<file path="src/rtl/lif_pkg.sv">
package lif_pkg;
  // Outcome of the threshold rule on one step.
  typedef enum logic [1:0] {
    ADJ_HOLD = 2'd0,
    ADJ_UP   = 2'd1,
    ADJ_DOWN = 2'd2
  } adj_e;

  // Bits needed to count from 0 to n inclusive.
  function automatic int count_bits(input int n);
    int b;
    b = 1;
    while ((1 << b) <= n) b++;
    return b;
  endfunction
endpackage

</file>
<file path="src/rtl/lif_membrane.sv">
module lif_membrane #(
  parameter int IN_W       = 12,
  parameter int MEM_W      = 9,
  parameter int LEAK_SHIFT = 3,
  parameter int REFR_STEPS = 2,
  parameter int V_RESET    = 0
) (
  input  logic                   clk,
  input  logic                   rst,
  input  logic                   step_en,
  input  logic signed [IN_W-1:0] syn_in,
  input  logic [MEM_W-1:0]       thr,
  output logic                   fire,
  output logic [MEM_W-1:0]       mem_q
);
  localparam int BASE_W = (IN_W > MEM_W + 1) ? IN_W : MEM_W + 1;
  localparam int SUM_W  = BASE_W + 1;
  localparam int REFR_W = lif_pkg::count_bits(REFR_STEPS);
  localparam logic [MEM_W-1:0]  RESET_V = MEM_W'(V_RESET);
  localparam logic [REFR_W-1:0] REFR_V  = REFR_W'(REFR_STEPS);

  logic [REFR_W-1:0]       refr_q;
  logic [MEM_W-1:0]        leaked;
  logic signed [SUM_W-1:0] leak_ext;
  logic signed [SUM_W-1:0] in_ext;
  logic signed [SUM_W-1:0] sum_s;
  logic signed [SUM_W-1:0] max_s;
  logic [MEM_W-1:0]        next_mem;
  logic                    in_refr;

  always_comb begin
    leaked   = mem_q - (mem_q >> LEAK_SHIFT);
    leak_ext = $signed({{(SUM_W-MEM_W){1'b0}}, leaked});
    in_ext   = {{(SUM_W-IN_W){syn_in[IN_W-1]}}, syn_in};
    sum_s    = leak_ext + in_ext;
    max_s    = $signed({{(SUM_W-MEM_W){1'b0}}, {MEM_W{1'b1}}});
    if (sum_s < 0)
      next_mem = '0;
    else if (sum_s > max_s)
      next_mem = {MEM_W{1'b1}};
    else
      next_mem = sum_s[MEM_W-1:0];
    in_refr = (refr_q != '0);
    fire    = step_en && !in_refr && (next_mem > thr);
  end

  always_ff @(posedge clk) begin
    if (rst) begin
      mem_q  <= '0;
      refr_q <= '0;
    end else if (step_en) begin
      if (in_refr) begin
        mem_q  <= RESET_V;
        refr_q <= refr_q - REFR_W'(1);
      end else if (fire) begin
        mem_q  <= RESET_V;
        refr_q <= REFR_V;
      end else begin
        mem_q  <= next_mem;
      end
    end
  end

  // an idle cycle leaves the membrane untouched
  assert_idle_mem_R2: assert property (@(posedge clk) disable iff (rst)
    !step_en |=> $stable(mem_q));

  // a step taken while the refractory count runs parks the membrane
  assert_refr_hold_R5: assert property (@(posedge clk) disable iff (rst)
    (step_en && refr_q != '0) |=> (mem_q == RESET_V));

  // no firing while refractory
  assert_refr_nofire_R5: assert property (@(posedge clk) disable iff (rst)
    (refr_q != '0) |-> !fire);
endmodule

</file>
<file path="src/rtl/lif_activity.sv">
module lif_activity #(
  parameter int CNT_W = 8
) (
  input  logic             clk,
  input  logic             rst,
  input  logic             step_en,
  input  logic             fire,
  input  logic [CNT_W-1:0] win_len,
  output logic [CNT_W-1:0] act_q
);
  logic [CNT_W-1:0] win_cnt;
  logic [CNT_W-1:0] spk_cnt;
  logic [CNT_W-1:0] spk_next;
  logic [CNT_W:0]   win_next;
  logic             close_win;

  always_comb begin
    if (fire && spk_cnt != {CNT_W{1'b1}})
      spk_next = spk_cnt + CNT_W'(1);
    else
      spk_next = spk_cnt;
    win_next  = {1'b0, win_cnt} + (CNT_W+1)'(1);
    close_win = (win_next >= {1'b0, win_len});
  end

  always_ff @(posedge clk) begin
    if (rst) begin
      win_cnt <= '0;
      spk_cnt <= '0;
      act_q   <= '0;
    end else if (step_en) begin
      if (close_win) begin
        act_q   <= spk_next;
        spk_cnt <= '0;
        win_cnt <= '0;
      end else begin
        spk_cnt <= spk_next;
        win_cnt <= win_next[CNT_W-1:0];
      end
    end
  end

  // the estimate only moves on a step
  assert_act_idle_R7: assert property (@(posedge clk) disable iff (rst)
    !step_en |=> $stable(act_q));

  // a window can never hold more firings than it has steps
  assert_count_bound_R7: assert property (@(posedge clk) disable iff (rst)
    (spk_cnt <= win_cnt));
endmodule

</file>
<file path="src/rtl/lif_threshold.sv">
module lif_threshold #(
  parameter int MEM_W    = 9,
  parameter int CNT_W    = 8,
  parameter int THR_MIN  = 80,
  parameter int THR_MAX  = 256,
  parameter int THR_INIT = 128,
  parameter int THR_STEP = 16
) (
  input  logic             clk,
  input  logic             rst,
  input  logic             fire,
  input  logic [CNT_W-1:0] act,
  input  logic [CNT_W-1:0] act_hi,
  input  logic [CNT_W-1:0] act_lo,
  output logic [MEM_W-1:0] thr_q
);
  import lif_pkg::*;

  localparam logic [MEM_W:0]   MAX_E  = (MEM_W+1)'(THR_MAX);
  localparam logic [MEM_W:0]   MIN_E  = (MEM_W+1)'(THR_MIN);
  localparam logic [MEM_W:0]   STEP_E = (MEM_W+1)'(THR_STEP);
  localparam logic [MEM_W-1:0] MAX_V  = MEM_W'(THR_MAX);
  localparam logic [MEM_W-1:0] MIN_V  = MEM_W'(THR_MIN);
  localparam logic [MEM_W-1:0] INIT_V = MEM_W'(THR_INIT);
  localparam logic [MEM_W-1:0] STEP_V = MEM_W'(THR_STEP);

  adj_e           adj;
  logic [MEM_W:0] up_sum;
  logic [MEM_W:0] dn_floor;
  logic [MEM_W-1:0] thr_up;
  logic [MEM_W-1:0] thr_dn;

  always_comb begin
    if (fire && act > act_hi)
      adj = ADJ_UP;
    else if (fire && act < act_lo)
      adj = ADJ_DOWN;
    else
      adj = ADJ_HOLD;

    up_sum   = {1'b0, thr_q} + STEP_E;
    dn_floor = MIN_E + STEP_E;
    thr_up   = (up_sum > MAX_E) ? MAX_V : up_sum[MEM_W-1:0];
    thr_dn   = ({1'b0, thr_q} < dn_floor) ? MIN_V : (thr_q - STEP_V);
  end

  always_ff @(posedge clk) begin
    if (rst)
      thr_q <= INIT_V;
    else begin
      unique case (adj)
        ADJ_UP:   thr_q <= thr_up;
        ADJ_DOWN: thr_q <= thr_dn;
        default:  thr_q <= thr_q;
      endcase
    end
  end

  // the threshold never leaves its clamped range
  assert_thr_range_R8: assert property (@(posedge clk) disable iff (rst)
    (thr_q >= MIN_V) && (thr_q <= MAX_V));

  // without a firing the threshold holds
  assert_thr_hold_R10: assert property (@(posedge clk) disable iff (rst)
    !fire |=> $stable(thr_q));

  // a rise never lowers the threshold
  assert_up_monotone_R8: assert property (@(posedge clk) disable iff (rst)
    (fire && act > act_hi) |=> (thr_q >= $past(thr_q)));

  // a fall never raises the threshold
  assert_dn_monotone_R9: assert property (@(posedge clk) disable iff (rst)
    (fire && act < act_lo && act <= act_hi) |=> (thr_q <= $past(thr_q)));
endmodule

</file>
<file path="src/rtl/adaptive_lif_neuron.sv">
module adaptive_lif_neuron #(
  parameter int IN_W       = 12,
  parameter int MEM_W      = 9,
  parameter int CNT_W      = 8,
  parameter int LEAK_SHIFT = 3,
  parameter int REFR_STEPS = 2,
  parameter int V_RESET    = 0,
  parameter int THR_MIN    = 80,
  parameter int THR_MAX    = 256,
  parameter int THR_INIT   = 128,
  parameter int THR_STEP   = 16
) (
  input  logic                   clk,
  input  logic                   rst,
  input  logic                   step_en,
  input  logic signed [IN_W-1:0] syn_in,
  input  logic [CNT_W-1:0]       win_len,
  input  logic [CNT_W-1:0]       act_hi,
  input  logic [CNT_W-1:0]       act_lo,
  output logic                   spike,
  output logic [MEM_W-1:0]       mem_out,
  output logic [MEM_W-1:0]       thr_out
);
  localparam logic [MEM_W-1:0] RESET_V = MEM_W'(V_RESET);

  logic             fire;
  logic             spike_q;
  logic [MEM_W-1:0] mem_q;
  logic [MEM_W-1:0] thr_q;
  logic [CNT_W-1:0] act_q;

  lif_membrane #(
    .IN_W(IN_W), .MEM_W(MEM_W), .LEAK_SHIFT(LEAK_SHIFT),
    .REFR_STEPS(REFR_STEPS), .V_RESET(V_RESET)
  ) u_mem (
    .clk(clk), .rst(rst), .step_en(step_en), .syn_in(syn_in),
    .thr(thr_q), .fire(fire), .mem_q(mem_q)
  );

  lif_activity #(
    .CNT_W(CNT_W)
  ) u_act (
    .clk(clk), .rst(rst), .step_en(step_en), .fire(fire),
    .win_len(win_len), .act_q(act_q)
  );

  lif_threshold #(
    .MEM_W(MEM_W), .CNT_W(CNT_W), .THR_MIN(THR_MIN), .THR_MAX(THR_MAX),
    .THR_INIT(THR_INIT), .THR_STEP(THR_STEP)
  ) u_thr (
    .clk(clk), .rst(rst), .fire(fire), .act(act_q),
    .act_hi(act_hi), .act_lo(act_lo), .thr_q(thr_q)
  );

  always_ff @(posedge clk) begin
    if (rst) spike_q <= 1'b0;
    else     spike_q <= fire;
  end

  assign spike   = spike_q;
  assign mem_out = mem_q;
  assign thr_out = thr_q;

  // a spike is always seen together with the reset membrane
  assert_spike_reset_R4: assert property (@(posedge clk) disable iff (rst)
    spike_q |-> (mem_q == RESET_V));

  // spikes last one cycle and never come back to back
  assert_spike_pulse_R4: assert property (@(posedge clk) disable iff (rst)
    spike_q |=> !spike_q);

  // no spike follows an idle cycle
  assert_idle_nospike_R2: assert property (@(posedge clk) disable iff (rst)
    !step_en |=> !spike_q);
endmodule

</file>
<file path="config.mk">
export PLATFORM = sky130hd
export DESIGN_NAME = adaptive_lif_neuron
export DESIGN_NICKNAME = d
export VERILOG_FILES = /design/src/rtl/lif_pkg.sv /design/src/rtl/lif_membrane.sv /design/src/rtl/lif_activity.sv /design/src/rtl/lif_threshold.sv /design/src/rtl/adaptive_lif_neuron.sv
export SDC_FILE = /design/constraint.sdc
export NUM_CORES = 1
export LEC_CHECK = 0
export ABC_AREA = 1
export CAP_MARGIN = 10
export CORE_UTILIZATION = 60
export CTS_CLUSTER_SIZE = 40
export DETAILED_ROUTE_END_ITERATION = 12
export DONT_BUFFER_PORTS = 1
export HOLD_SLACK_MARGIN = 0.12
export PLACE_DENSITY = 0.76
export SYNTH_ARGS = -nofsm -noshare
export SYNTH_HDL_FRONTEND = slang
export SYNTH_SLANG_ARGS = --single-unit
</file>
<file path="constraint.sdc">
create_clock -name clk -period 5.3 [get_ports clk]
set_input_delay 0.53 -clock clk [delete_from_list [all_inputs] [get_ports clk]]
set_output_delay 0.53 -clock clk [all_outputs]
set_load 0.03 [all_outputs]
</file>
==> flow_summary.json, run 1 <==
{
  "status": "finished, final reports clean",
  "postLayoutCoreUtil": 0.683,
  "grt_antenna_before_repair": 0,
  "async_reset_ff_frac": 0,
  "cp_max_fo": 5,
  "clock_latency_ps": 300,
  "critPathArrivalTime_ps": 5070,
  "core.rowCount": 28,
  "r2r_slack_ps": 470,
  "criticalPathCategory": "reg2reg",
  "grt_pass1_wl_mm": 13.4,
  "rsz0062_at_grt": "false",
  "setup_viol_count_final": 0,
  "maxSlewHeadroom": 0.272,
  "drive_gt1_frac": 0.0725,
  "ys_ff_latch": 41,
  "crit_top_cell": "nand2_1",
  "final-max-slew-violation-count": 0,
  "hold_viol": 0,
  "die_area_sq_mm": 0.00678,
  "cts_buffers": 5,
  "vias_per_cell": 5.30,
  "max_freq_mhz": 207,
  "area_delta_synth_final_pct": 6.85,
  "grt_pass1_vias": 3158,
  "drtPass1Iterations": 4,
  "cp-end-kind": "register",
  "cts_root_buf": "clkbuf_8",
  "r2r_start": "u_mem.mem_q[0]$_SDFFE_PP0P_",
  "slowest_stage": "fa_1",
  "synth_area_per_cell_sq_um": 6.46,
  "htree_num_levels": 2,
  "tightest_slew_ps": 1090,
  "r2r_end": "u_act.spk_cnt[5]$_SDFFE_PP0P_",
  "antennaDiodeCount": 0,
  "layout_common_cells": "nand2_1 (163), inv_1 (99), ha_1 (49)",
  "min_from": "rst",
  "min_path_type": "in2reg",
  "ys_seq_area_frac": 0.212,
  "layout.cells.non_filler": 682,
  "io_pins": 58,
  "cts_tree": "built",
  "ant_nets": 0,
  "dp_hpwl_mm": 6.59,
  "ys.flop_type": "dfxtp_1",
  "wire_per_inst_microns": 12.3,
  "whs_path_depth": 1,
  "reg2regPathDepth": 31,
  "cp.required_ps": 5530,
  "place_congestion": 0.941,
  "clockBufferDepth": 2,
  "drcViolationCount": 0,
  "crit_path_max_incr_delay_ps": 410,
  "die_width_microns": 82.4,
  "cp-start-kind": "register",
  "clock_sinks": 41,
  "layout_commonest_cell": "nand2_1",
  "num_vias": 3614,
  "synth_edf_count": 0,
  "overflow": 0,
  "skew_ps": 12.6,
  "synth_cells": 600,
  "period_minus_slack_ps": 4830,
  "die_h_microns": 82.4,
  "numPortBuffers": 0,
  "grt_util_all_layers": 0.254,
  "nets": 698,
  "clk_pin_slew_ps": 90,
  "grt_max_degree": 38,
  "yosys_warnings": 0,
  "max-cap-violations": 0,
  "drt_iter0_drc": 121,
  "synth_area_sq_mm": 0.00387,
  "coreArea_sq_mm": 0.00606,
  "wirelength_mm": 8.41,
  "hold_path_end": "u_act.spk_cnt[2]$_SDFFE_PP0P_",
  "yosysUniqueCellTypes": 38,
  "min_period_over_period": 0.912,
  "dp_cells": 670,
  "initial_utilization": 0.639
}
==> synth_stat cells (2+ instances only) <==
cell,count,area (sq um)
a211oi_1,2,15.0
a21oi_1,51,255
a31oi_1,3,18.8
buf_4,4,30.0
clkbuf_1,10,37.5
clkinv_1,2,7.51
dfxtp_1,41,821
fa_1,2,40.0
ha_1,51,638
inv_1,100,375
inv_2,3,11.3
nand2_1,163,612
nand2_2,4,25.0
nand2_4,2,22.5
nand3_1,32,160
nand3b_1,4,30.0
nand4_1,20,125
nor2_1,42,158
nor3_1,2,10.0
o211ai_1,3,22.5
o21ai_0,13,65.1
o21ai_1,3,15.0
xnor2_1,9,78.8
xor2_1,20,175
==> sequential cells by signal (all words and copies together) (netlist names) <==
register and flops:
spike 1, u_act.win_cnt 8, u_thr.thr_q 5, u_mem.refr_q 2, u_act.spk_cnt 8, u_act.act_q 8
u_mem.mem_q 9
==> how the worst max path moves through the flow <==
stage / from / to / slack, ps / cells after the start
finish: u_mem.mem_q[0]$_SDFFE_PP0P_ / u_act.spk_cnt[5]$_SDFFE_PP0P_ / 470 / 31
CTS: u_mem.mem_q[3]$_SDFFE_PP0P_ / u_mem.mem_q[4]$_SDFFE_PP0P_ / 9 / 31
global route: u_mem.mem_q[0]$_SDFFE_PP0P_ / u_act.act_q[1]$_SDFFE_PP0P_ / 40 / 33
floorplan: u_mem.mem_q[5]$_SDFFE_PP0P_ / u_act.act_q[6]$_SDFFE_PP0P_ / 400 / 31
global placement: u_mem.mem_q[0]$_SDFFE_PP0P_ / u_act.act_q[4]$_SDFFE_PP0P_ / 80 / 31
detailed placement: u_mem.mem_q[3]$_SDFFE_PP0P_ / u_act.act_q[4]$_SDFFE_PP0P_ / -70 / 31
==> metrics by stage <==
| step | setup TNS, ps | hold slack, ps | area [sq um] | setup slack (ps) |
|---|---|---|---|---|
| after CTS | 0 | 279 | 4050 | 9.35 |
| after global routing | 0 | 273 | 4140 | 38.8 |
| after detailed placement | -502 | 456 | 3960 | -70.5 |
| after global placement | 0 | 448 | 3960 | 81.4 |
| after floorplan | 0 | 445 | 3880 | 402 |
| final | 0 | 295 | 4140 | 468 |
==> worst max-delay path: cells and delay by family, from the launching register on <==
family                     cells  cell delay, ps
and+or+nand+nor               15            1580
adders and majority gates      4            1170
AOI/OAI and AO/OA              6             950
buffers and inverters          5             470
DFF                            1             340
xor gates and xnor gates       1             240
==> per-layer routing <==
metal	vias up	global-route usage	routed length, microns
met5	-	0	0
met4	0	0.0526	38
met3	5	0.0527	473
met2	90	0.426	3760
met1	1598	0.334	4140
li1	1921	-	-
==> logic make-up (layout without fill, tap and decap cells) <==
logic type      Yosys count  count (layout)  share of synthesized area
flops                    41              41                      0.212
fa+ha+maj                53              53                      0.175
other cells               1               4                   0.000968
xor+xnor                 29              29                     0.0656
compound gates           79              79                      0.110
simple gates            276             276                      0.313
buf+inv                 121             125                      0.123
==> final cells by class <==
type | instances | area, sq um
clock inverters | 3 | 25.0
flip-flops and latches | 41 | 821
inverters | 105 | 398
clock buffers | 5 | 68.8
fillers | 555 | 1920
multi-input cells | 441 | 2650
well taps | 75 | 93.8
repair inverters | 1 | 5.00
repair buffers | 11 | 82.6
==> timing repair <==
item | CTS | global route
hold buffers | 0 | 0
resized for setup | 1 | 14
setup buffers | 0 | 3
endpoints found under the setup margin | 19 | 33
cloned | 0 | 1
pin swaps | 0 | 2
Power of run 1 is not shown: default switching activity piles up to over one toggle a cycle in this logic, so the estimate is an artifact.
==> run 2: changes to the inputs <==
--- a/config.mk
+++ b/config.mk
@@ -13,6 +13,7 @@
 export DONT_BUFFER_PORTS = 1
 export HOLD_SLACK_MARGIN = 0.12
 export PLACE_DENSITY = 0.76
+export REMOVE_ABC_BUFFERS = 1
 export SYNTH_ARGS = -nofsm -noshare
 export SYNTH_HDL_FRONTEND = slang
 export SYNTH_SLANG_ARGS = --single-unit
==> flow_summary.json, run 2 (synthesized netlist as in run 1, its figures left out) <==
{
  "coreArea_sq_mm": 0.00606,
  "hold_viol": 0,
  "whs_path_depth": 1,
  "overflow": 0,
  "grt_pass1_wl_mm": 13.5,
  "holdWs_ps": 284,
  "cts_root_buf": "clkbuf_8",
  "r2r_slack_ps": 560,
  "area_delta_synth_final_pct": 5.56,
  "io_pins": 58,
  "dp_hpwl_mm": 6.65,
  "vias_per_cell": 5.40,
  "layout_common_cells": "nand2_1 (163), inv_1 (99), ha_1 (51)",
  "die_area_sq_mm": 0.00678,
  "period_minus_slack_ps": 4740,
  "grt_pass1_vias": 3273,
  "maxSlewHeadroom": 0.287,
  "grt_util_all_layers": 0.256,
  "critPathArrivalTime_ps": 4940,
  "cts_buffers": 5,
  "fill_cells": 589,
  "cp-start-kind": "register",
  "status": "finished, final reports clean",
  "antennaDiodeCount": 0,
  "grt_antenna_before_repair": 0,
  "min_path_type": "in2reg",
  "ant_nets": 0,
  "reg2regPathDepth": 30,
  "final-max-slew-violation-count": 0,
  "die_h_microns": 82.4,
  "setup_tns_ps": 0,
  "place_congestion": 0.895,
  "drive_gt1_frac": 0.0628,
  "grt_max_degree": 38,
  "criticalPathCategory": "reg2reg",
  "drtPass1Iterations": 4,
  "nets": 696,
  "tightest_slew_ps": 1060,
  "wirelength_mm": 8.33,
  "r2r_start": "u_mem.mem_q[5]$_SDFFE_PP0P_",
  "layout_commonest_cell": "nand2_1",
  "wire_per_inst_microns": 12.2,
  "clk_pin_slew_ps": 90,
  "initial_utilization": 0.639,
  "drt_iter0_drc": 197,
  "cp_max_fo": 7,
  "clock_latency_ps": 300,
  "max-cap-violations": 0,
  "htree_num_levels": 2,
  "min_from": "rst",
  "cp-end-kind": "register",
  "num_vias": 3673,
  "core.rowCount": 28,
  "die_width_microns": 82.4,
  "max_freq_mhz": 211,
  "largest_register_ff_count": 9,
  "rsz0062_at_grt": "false",
  "slowest_stage": "dfxtp_1",
  "min_period_over_period": 0.895,
  "cp.required_ps": 5500,
  "crit_path_max_incr_delay_ps": 340,
  "r2r_end": "u_act.act_q[5]$_SDFFE_PP0P_",
  "hold_path_end": "u_act.win_cnt[6]$_SDFFE_PP0P_",
  "crit_top_cell": "nand2_1",
  "clock_sinks": 41,
  "cts_tree": "built",
  "regMostFlops": "u_mem.mem_q",
  "drcViolationCount": 0,
  "skew_ps": 3.63,
  "setup_viol_count_final": 0,
  "numPortBuffers": 0,
  "clockBufferDepth": 2
}
==> run 2: repair_timing <==
action,CTS,global route
gates resized for setup,0,10
endpoints found under the setup margin,0,33
hold buffers,0,0
setup buffers,0,1
==> run 2: stage by stage <==
| stage | instance area, sq um | utilization | worst slack [ps] | cells |
|---|---|---|---|---|
| floorplan | 3800 | - | 409 | 587 |
| global placement | 3960 | 0.654 | 164 | 671 |
| detailed placement | 3960 | 0.654 | 102 | 671 |
| CTS | 4050 | 0.669 | 54.5 | 679 |
| global route | 4090 | 0.675 | 51.1 | 680 |
| finish | 4090 | 0.675 | 557 | 680 |
==> run 2: layer usage <==
metal	track usage	wire, microns	vias to the layer above
met1	0.307	3820	1665
li1	-	-	1913
met5	0	0	-
met3	0.0549	436	11
met4	0.0860	98	0
met2	0.449	3970	84
==> run 2: critical path, delay by kind of cell, from the launching register on <==
| kind | cells | cell delay [ps] |
|---|---|---|
| AO/OA/AOI/OAI | 9 | 1500 |
| XOR/XNOR | 1 | 180 |
| adder cells (fa/ha/maj) | 3 | 930 |
| buffers and inverters | 4 | 280 |
| flip-flops | 1 | 340 |
| AND/OR/NAND/NOR | 13 | 1410 |
==> run 2: how the worst max path moves through the flow <==
| stage | start | endpoint | slack [ps] | cells past startpoint |
|---|---|---|---|---|
| after floorplan | u_mem.mem_q[5]$_SDFFE_PP0P_ | u_act.act_q[4]$_SDFFE_PP0P_ | 410 | 30 |
| after global placement | u_mem.mem_q[0]$_SDFFE_PP0P_ | u_act.act_q[5]$_SDFFE_PP0P_ | 160 | 31 |
| after detailed placement | u_mem.mem_q[0]$_SDFFE_PP0P_ | u_act.act_q[5]$_SDFFE_PP0P_ | 100 | 31 |
| after CTS | u_mem.mem_q[0]$_SDFFE_PP0P_ | u_act.spk_cnt[6]$_SDFFE_PP0P_ | 50 | 31 |
| after global routing | u_mem.mem_q[5]$_SDFFE_PP0P_ | u_mem.mem_q[0]$_SDFFE_PP0P_ | 50 | 30 |
| final | u_mem.mem_q[5]$_SDFFE_PP0P_ | u_act.act_q[5]$_SDFFE_PP0P_ | 560 | 30 |
==> run 2: layout make-up <==
class                           count  area [sq um]  share of cell area
Clock buffer                        5          68.8              0.0168
Clock inverter                      3          21.3             0.00520
Inverter                          105           394              0.0964
Multi-Input combinational cell    441          2620               0.640
Sequential cell                    41           821               0.201
Tap cell                           75          93.8              0.0229
Timing Repair Buffer               10          75.1              0.0184
Power of run 2 is left out for the same reason.
==> run 3: changes to the inputs <==
==> constraint.sdc (replaced) <==
create_clock -name clk -period 5.3 [get_ports clk]
set_input_delay 0.53 -clock clk [delete_from_list [all_inputs] [get_ports clk]]
set_output_delay 0.53 -clock clk [all_outputs]
set_load 0.05 [all_outputs]
==> flow_summary.json, run 3 (synthesized netlist as in run 1, its figures left out) <==
{
  "antennaDiodeCount": 0,
  "place_area_sq_mm": 0.00397,
  "area_delta_synth_final_pct": 6.49,
  "crit_path_max_incr_delay_ps": 340,
  "io_pins": 58,
  "fill_cells": 541,
  "clock_sinks": 41,
  "numPortBuffers": 0,
  "die_h_microns": 82.4,
  "clk_pin_slew_ps": 90,
  "setup_viol_count_final": 0,
  "grt_antenna_before_repair": 0,
  "status": "finished, final reports clean",
  "drcViolationCount": 0,
  "final_area_sq_mm": 0.00413,
  "clockBufferDepth": 2,
  "cp-start-kind": "register",
  "slowest_stage": "dfxtp_1",
  "hold_viol": 0,
  "drt_iter0_drc": 136,
  "register_area_sq_um": 821,
  "drtPass1Iterations": 4,
  "min_period_over_period": 0.928,
  "die_width_microns": 82.4,
  "layout_setup_ws_ps": 380,
  "dp_cells": 672,
  "setup_tns_ps": 0,
  "cts_root_buf": "clkbuf_8",
  "htree_num_levels": 2,
  "critPathArrivalTime_ps": 5120,
  "grt_util_all_layers": 0.258,
  "maxSlewHeadroom": 0.243,
  "r2r_start": "u_mem.mem_q[5]$_SDFFE_PP0P_",
  "ant_nets": 0,
  "layout_commonest_cell": "nand2_1",
  "layout_common_cells": "nand2_1 (163), inv_1 (99), a21oi_1 (51), ha_1 (51), nor2_1 (42)",
  "grt_pass1_wl_mm": 13.5,
  "cp-end-kind": "register",
  "die_area_sq_mm": 0.00678,
  "setup.worst_path.start": "u_mem.mem_q[5]$_SDFFE_PP0P_",
  "drive_gt1_frac": 0.0689,
  "clock_latency_ps": 310,
  "wirelength_mm": 8.50,
  "cp.required_ps": 5500,
  "skew_ps": 10.8,
  "pre_cts_ws_ps": 118,
  "core.rowCount": 28,
  "cp_max_fo": 6,
  "dp_hpwl_mm": 6.66,
  "grt_pass1_vias": 3208,
  "initial_utilization": 0.639,
  "reg2regPathDepth": 31,
  "largest_register_ff_count": 9,
  "criticalPathCategory": "reg2reg",
  "vias_per_cell": 5.31,
  "ctsHoldBuffers": 0,
  "min_path_type": "in2reg",
  "num_vias": 3640,
  "coreArea_sq_mm": 0.00606,
  "worstSetupEndpoint": "u_act.act_q[5]$_SDFFE_PP0P_",
  "wire_per_inst_microns": 12.4,
  "nets": 701,
  "layout.cells.non_filler": 685,
  "grt_max_degree": 38,
  "place_congestion": 0.861,
  "max-cap-violations": 0,
  "r2r_end": "u_act.act_q[5]$_SDFFE_PP0P_",
  "tightest_slew_ps": 1130,
  "cts_tree": "built",
  "multi_input_area_sq_mm": 0.00261,
  "crit_top_cell": "nand2_1",
  "regMostFlops": "u_mem.mem_q",
  "max_freq_mhz": 203,
  "overflow": 0,
  "final-max-slew-violation-count": 0,
  "cts_buffers": 5,
  "period_minus_slack_ps": 4920,
  "r2r_slack_ps": 380
}
-- run 3: layout make-up --
cell class | instances | share of cell area
timing repair inverter | 1 | 0.00121
inverter | 105 | 0.0965
timing repair buffer | 14 | 0.0255
clock buffer | 5 | 0.0167
multi-input combinational | 441 | 0.632
clock inverter | 3 | 0.00607
sequential | 41 | 0.199
tap | 75 | 0.0227
-- run 3: repair_timing --
action	in CTS	in global routing
buffers inserted	0	4
resized for setup	0	9
endpoints found under the setup margin	0	32
hold endpoints to repair	0	0
-- run 3: how the worst min path moves through the flow --
stage	start	to	slack, ps	depth (start not counted)
2_1_floorplan	u_act.spk_cnt[6]$_SDFFE_PP0P_	u_act.spk_cnt[6]$_SDFFE_PP0P_	440	2
3_5_place_dp	u_act.spk_cnt[6]$_SDFFE_PP0P_	u_act.spk_cnt[6]$_SDFFE_PP0P_	450	2
5_1_grt	rst	u_act.win_cnt[5]$_SDFFE_PP0P_	260	1
3_3_place_gp	u_act.spk_cnt[6]$_SDFFE_PP0P_	u_act.spk_cnt[6]$_SDFFE_PP0P_	450	2
4_1_cts	rst	u_mem.mem_q[1]$_SDFFE_PP0P_	270	1
6_report	rst	u_act.win_cnt[6]$_SDFFE_PP0P_	270	1
-- run 3: worst max-delay path: cells and delay by family (launching register included) --
kind | cells | cell delay (ps)
adder cells (fa/ha/maj) | 3 | 910
XOR/XNOR | 1 | 200
flip-flops | 1 | 340
AND/OR/NAND/NOR | 11 | 1060
AO/OA/AOI/OAI | 10 | 1600
buffers and inverters | 6 | 700
-- run 3: per-stage QoR --
| stage | util | hold WS (ps) |
|---|---|---|
| global placement | 0.655 | 450 |
| finish | 0.681 | 273 |
| detailed placement | 0.655 | 453 |
| global route | 0.681 | 258 |
| CTS | 0.671 | 267 |
| floorplan | - | 439 |
-- run 3: layer usage --
metal / wire length, microns / global-route usage / vias up
li1: - / - / 1940
met1: 4020 / 0.327 / 1624
met2: 3990 / 0.446 / 70
met3: 439 / 0.0582 / 6
met4: 53 / 0.0509 / 0
met5: 0 / 0 / -
Power of run 3 is left out for the same reason.
